File: src/rtl/txring_dma.sv
module txring_dma #(
  parameter int AW = 32,
  parameter int DW = 32,
  parameter int IW = 8,
  parameter int UW = 8
) (
  input  logic          clk,
  input  logic          rst_n,
  input  logic          dma_rst,
  input  logic [AW-1:0] cfg_base,
  input  logic [IW-1:0] cfg_num,
  input  logic [UW-1:0] cfg_unit,
  input  logic [IW-1:0] sw_rptr,
  input  logic          sw_rptr_wrap,
  input  logic [2:0]    irq_mask,
  input  logic [2:0]    irq_clr,
  input  logic          cmd_valid,
  output logic          cmd_ready,
  input  logic [15:0]   cmd_addr,
  input  logic          dat_valid,
  output logic          dat_ready,
  input  logic [DW-1:0] dat_data,
  output logic          mem_req,
  output logic          mem_we,
  output logic [AW-1:0] mem_addr,
  output logic [DW-1:0] mem_wdata,
  input  logic          mem_ready,
  input  logic          mem_rvalid,
  input  logic [AW-1:0] mem_rdata,
  output logic [IW-1:0] hw_wptr,
  output logic          hw_wptr_wrap,
  output logic [IW-1:0] free_cnt,
  output logic [2:0]    irq_stat,
  output logic [2:0]    irq
);
  localparam int LW = 13;
  localparam logic [2:0] TX_PATH = 3'b100;

  typedef enum logic [2:0] {S_IDLE, S_FETCH, S_RESP, S_COPY, S_DONE, S_DRAIN} st_t;

  st_t           st;
  logic [LW-1:0] left;
  logic [AW-1:0] dst;
  logic [IW:0]   used;

  wire [IW:0]   n_ext   = {1'b0, cfg_num};
  wire [LW-1:0] pkt_len = cmd_addr[LW-1:0];
  wire          is_tx   = cmd_addr[15:13] == TX_PATH;
  wire          take    = cmd_valid && cmd_ready;
  wire          no_room = free_cnt == '0;
  wire          too_big = {{(UW+4){1'b0}}, pkt_len} > {{LW{1'b0}}, cfg_unit, 4'b0000};
  wire          beat    = dat_valid && dat_ready;
  wire          last_ix = hw_wptr == IW'(cfg_num - 1'b1);
  wire [AW-1:0] bd_addr = cfg_base + AW'({hw_wptr, 3'b000});

  always_comb begin
    if (hw_wptr == sw_rptr)
      used = (hw_wptr_wrap != sw_rptr_wrap) ? n_ext : '0;
    else if (hw_wptr > sw_rptr)
      used = {1'b0, hw_wptr} - {1'b0, sw_rptr};
    else
      used = {1'b0, hw_wptr} + n_ext - {1'b0, sw_rptr};
  end

  assign free_cnt  = IW'(n_ext - used);
  assign cmd_ready = st == S_IDLE;
  assign mem_req   = (st == S_FETCH) || (st == S_COPY && dat_valid);
  assign mem_we    = st == S_COPY;
  assign mem_addr  = (st == S_COPY) ? dst : bd_addr;
  assign mem_wdata = dat_data;
  assign dat_ready = (st == S_COPY && mem_ready) || st == S_DRAIN;

  wire set_done = st == S_DONE;
  wire set_ovf  = take && is_tx && no_room;
  wire set_big  = take && is_tx && !no_room && too_big;

  always_ff @(posedge clk or negedge rst_n) begin
    if (!rst_n) irq_stat <= '0;
    else        irq_stat <= (irq_stat & ~irq_clr) | {set_big, set_ovf, set_done};
  end

  assign irq = irq_stat & irq_mask;

  always_ff @(posedge clk or negedge rst_n) begin
    if (!rst_n) begin
      st           <= S_IDLE;
      hw_wptr      <= '0;
      hw_wptr_wrap <= 1'b0;
      left         <= '0;
      dst          <= '0;
    end else if (dma_rst) begin
      st           <= S_IDLE;
      hw_wptr      <= '0;
      hw_wptr_wrap <= 1'b0;
    end else begin
      case (st)
        S_IDLE: if (take && is_tx) begin
          left <= pkt_len;
          if (no_room || too_big) st <= (pkt_len != '0) ? S_DRAIN : S_IDLE;
          else                    st <= S_FETCH;
        end
        S_FETCH: if (mem_ready) st <= S_RESP;
        S_RESP: if (mem_rvalid) begin
          dst <= mem_rdata;
          st  <= (left == '0) ? S_DONE : S_COPY;
        end
        S_COPY: if (beat) begin
          dst  <= dst + AW'(4);
          left <= left - 1'b1;
          if (left == LW'(1)) st <= S_DONE;
        end
        S_DONE: begin
          hw_wptr <= last_ix ? '0 : hw_wptr + 1'b1;
          if (last_ix) hw_wptr_wrap <= ~hw_wptr_wrap;
          st <= S_IDLE;
        end
        S_DRAIN: if (beat) begin
          left <= left - 1'b1;
          if (left == LW'(1)) st <= S_IDLE;
        end
        default: st <= S_IDLE;
      endcase
    end
  end
endmodule

File: config.mk
export PLATFORM = sky130hd
export DESIGN_NAME = txring_dma
export DESIGN_NICKNAME = d
export VERILOG_FILES = /design/src/rtl/txring_dma.sv
export SDC_FILE = /design/constraint.sdc
export NUM_CORES = 1
export LEC_CHECK = 0
export BUFFER_PORTS_ARGS = -buffer_cell sky130_fd_sc_hd__buf_2
export CORE_MARGIN = 2
export CORE_UTILIZATION = 40
export DETAILED_ROUTE_END_ITERATION = 12
export GPL_ROUTABILITY_DRIVEN = 0
export PLACE_DENSITY = 0.73
export RECOVER_POWER = 25
export SYNTH_ARGS = -nofsm -noshare
export SYNTH_HDL_FRONTEND = slang
export SYNTH_SLANG_ARGS = --single-unit
File: constraint.sdc
create_clock -name clk -period 6.6 [get_ports clk]
set_input_delay 1.32 -clock clk [delete_from_list [all_inputs] [get_ports clk]]
set_output_delay 1.32 -clock clk [all_outputs]
set_load 0.02 [all_outputs]
==> metrics.yaml <==
p_clk_share_pct: 28.1
p_int_mw: 1.013
syn_avg_cell_area_um2: 7.346
hold_start: "dst[1]"
power_frac_seq_pct: 31.1
drt_iter0_markers: 348
place_hpwl_um: 15680
worst_setup_path_end_kind: "output pin"
io_buffers: 176
crit_chain: "buf_2 > inv_1 > fa_1 > inv_1 > ha_1 > nor2b_1 > o21ai_0 > nand2b_1 > a21o_1 > a21oi_1 > xor2_1 > a211oi_2 > a21oi_1 > ha_1 > inv_1 > o21bai_1 > o41ai_2 > and3_1 > or2_1 > buf_2"
clk_latency_ns: 0.33
via_per_inst: 5.512
grt_pass1_vias: 6426
crit_arrival_ns: 5.02
status: "finished with violations"
hold_depth: 1
yosys_warnings: 0
die_width_um: 133.0
syn-instance-count: 906
yosys.area.top_type_share_pct: 22.56
synth_edf_count: 0
wirelength_um: 20150
routedWlPerCell_um: 16.03
synth_fa_ha_area_share_pct: 11.09
cts_setup_buffers: 0
die-area_um2: 17690
htree_num_levels: 3
fp.dieH_um: 133.0
switching_share_pct: 38.95
fmax_ghz: 0.1578
p_leak_nw: 3.672
layout.nets: 1236
synth_area_leaders: "dfrtp_1 (23%), ha_1 (8.1%), a21oi_1 (7.5%)"
firstDrtPassIters: 5
syn_nets: 1109
fin_util_pct: 47.59
start_util_pct: 40.56
ys_seq_area_share_pct: 22.56
slowest_delay_ns: 0.55
syn-cell-area_um2: 6655
track_usage_pct: 22.84
min_to: "dst[1]"
relSlewSlack_pct: -131.5
crit_slowest_cell: "fa_1"
stdcell_area_um2: 7807
path_clk_slew_ns: 0.05
max-cap-violations: 1
synth-compound-area-share_pct: 25.70
ant_nets: 0
cts_tree: "yes"
cts_buffers: 9
synth_seq_cells: 60
fin_crit_sh_pct: 96.01
r2r_start: "hw_wptr[0]"
synth_xor_xnor_area_share_pct: 6.956
grt_pass1_wl_um: 32550
ir_worst_vdd_mv: 0.2858
ys_async_sr_fraction_pct: 100.0
yosys.area.top_type: "dfrtp_1"
coreArea_um2: 16410
drc: 0
synth.most_common_cell: "a21oi_1"
synth_top_family_by_area: "compound AO/OA/AOI/OAI gates"
muxShareOfSynthArea_pct: 1.560
hold_viol: 0
drive_above_1_share_pct: 21.02
crit_fanout: 6
fin_crit_ns: 6.337
clock_path_buffers: 2
ys_types: 71
violations: "max-capacitance violations, max-slew violations"
vias: 6929
hold_slack_ns: 0.5048
syn2layout_area_growth_pct: 17.32
netlist_top_cells_count: "a21oi_1 (100), nand2_1 (90), o21ai_0 (85), nor2_1 (79), inv_1 (71)"
synthSimpleGateAreaFrac_pct: 22.52
reg2reg_slack_ns: 1.52
antenna_found_initial: 1
r2r_cells: 20
grt_overflow_total: 0
comb_power_share_pct: 40.8
required_ns: 5.28
finalMaxSlewViolations: 61
placed_area_um2: 7506
clock_skew_ns: 0.007777
cp_common_cell: "inv_1"
reg2reg_to: "st[0]"
synth-main-ff-cell: "dfrtp_1"
fin_tns_setup_ns: 0
power.density_nw_per_um2: 212.5
rows: 47
cts_root_buffer: "clkbuf_16"
setup-violations-final: 0
cts.sinks: 60
total_power_mw: 1.659
ios: 241
worstSetupPathType: "in2out"
switchingPower_uw: 646.3
grt_max_degree: 62
hp-class: "reg2reg"
rsz0062_at_grt: "false"
startpoint_type: "primary input"
diodes: 0
worst_pin_slew_ns: 3.473
what timing repair did:
| item | 4_1_cts | 5_1_grt |
|---|---|---|
| resized for setup | 0 | 2 |
| endpoints found under the hold margin | 0 | 0 |
| hold buffers | 0 | 0 |
| setup endpoints to repair | 0 | 1 |
layout make-up:
type	instances	area [µm²]
Tap cell	220	275.3
Fill cell	1658	8600
Multi-Input combinational cell	708	4542
Timing Repair Buffer	183	929.6
Clock inverter	4	50.05
Clock buffer	11	242.7
Inverter	71	266.5
Sequential cell	60	1501
stage by stage:
stage,setup slack (ns),cells
6_report,0.2632,1257
5_1_grt,0.005845,1257
4_1_cts,0.2338,1257
3_5_place_dp,0.2459,1242
3_3_place_gp,0.3914,1242
2_1_floorplan,0.5733,906
critical path, delay by kind of cell:
| kind | cells | cell delay (ns) |
|---|---|---|
| and+or+nand+nor | 4 | 0.72 |
| AOI/OAI and AO/OA | 7 | 1.12 |
| xor gates and xnor gates | 1 | 0.12 |
| buffers and inverters | 5 | 0.55 |
| adders and majority gates | 3 | 1.18 |
cell families after synthesis:
family,Yosys count
AND/OR/NAND/NOR,310
AO/OA/AOI/OAI,283
buffers and inverters,138
flip-flops,60
adder cells (fa/ha/maj),53
XOR/XNOR,52
multiplexers,10
power groups by stage:
stage          clock (mW)  combinational (mW)  sequential, mW
2_1_floorplan           0               0.493           0.500
3_3_place_gp            0               0.656           0.518
3_5_place_dp            0               0.666           0.520
4_1_cts             0.481               0.671           0.515
5_1_grt             0.494               0.760           0.528
6_report            0.466               0.677           0.516
layer usage:
metal / wire length (µm) / global-route usage (%) / vias up
li1: - / - / 3453
met1: 8617 / 29.17 / 3214
met2: 9904 / 39.55 / 233
met3: 1311 / 4.674 / 27
met4: 299 / 5.556 / 2
met5: 13 / 0 / -
state kept, by name, summed over array words and instances (netlist names):
| signal | flops |
|---|---|
| irq_stat | 3 |
| st | 3 |
| dst | 32 |
| hw_wptr_wrap | 1 |
| hw_wptr | 8 |
| left | 13 |
worst max-delay path by stage:
stage	from	to	slack (ns)	cells past startpoint
6_report	cfg_num[2]	free_cnt[7]	0.26	20
5_1_grt	sw_rptr[0]	free_cnt[7]	0.006	19
4_1_cts	sw_rptr[0]	free_cnt[7]	0.23	18
3_5_place_dp	sw_rptr[0]	free_cnt[7]	0.25	18
3_3_place_gp	cfg_num[2]	free_cnt[7]	0.39	20
2_1_floorplan	sw_rptr[0]	free_cnt[6]	0.57	16
cells in the final DEF, fill, tap and decap left out, types with 8 or more instances in the layout:
| cell | instances |
|---|---|
| clkbuf_16 | 9 |
| xor2_1 | 20 |
| nor4_1 | 9 |
| o31ai_1 | 8 |
| nand3_1 | 31 |
| inv_1 | 70 |
| or3_1 | 9 |
| a21o_1 | 9 |
| and3_1 | 16 |
| nor3_1 | 20 |
| buf_2 | 176 |
| o22ai_1 | 14 |
| nand4_1 | 10 |
| nand2b_1 | 9 |
| ha_1 | 43 |
| dfrtp_1 | 60 |
| nor2b_1 | 11 |
| o21ai_0 | 85 |
| nand2_1 | 89 |
| fa_1 | 10 |
| nor2_1 | 79 |
| xnor2_1 | 31 |
| a21oi_1 | 100 |
(Power assumes the default switching activity.)
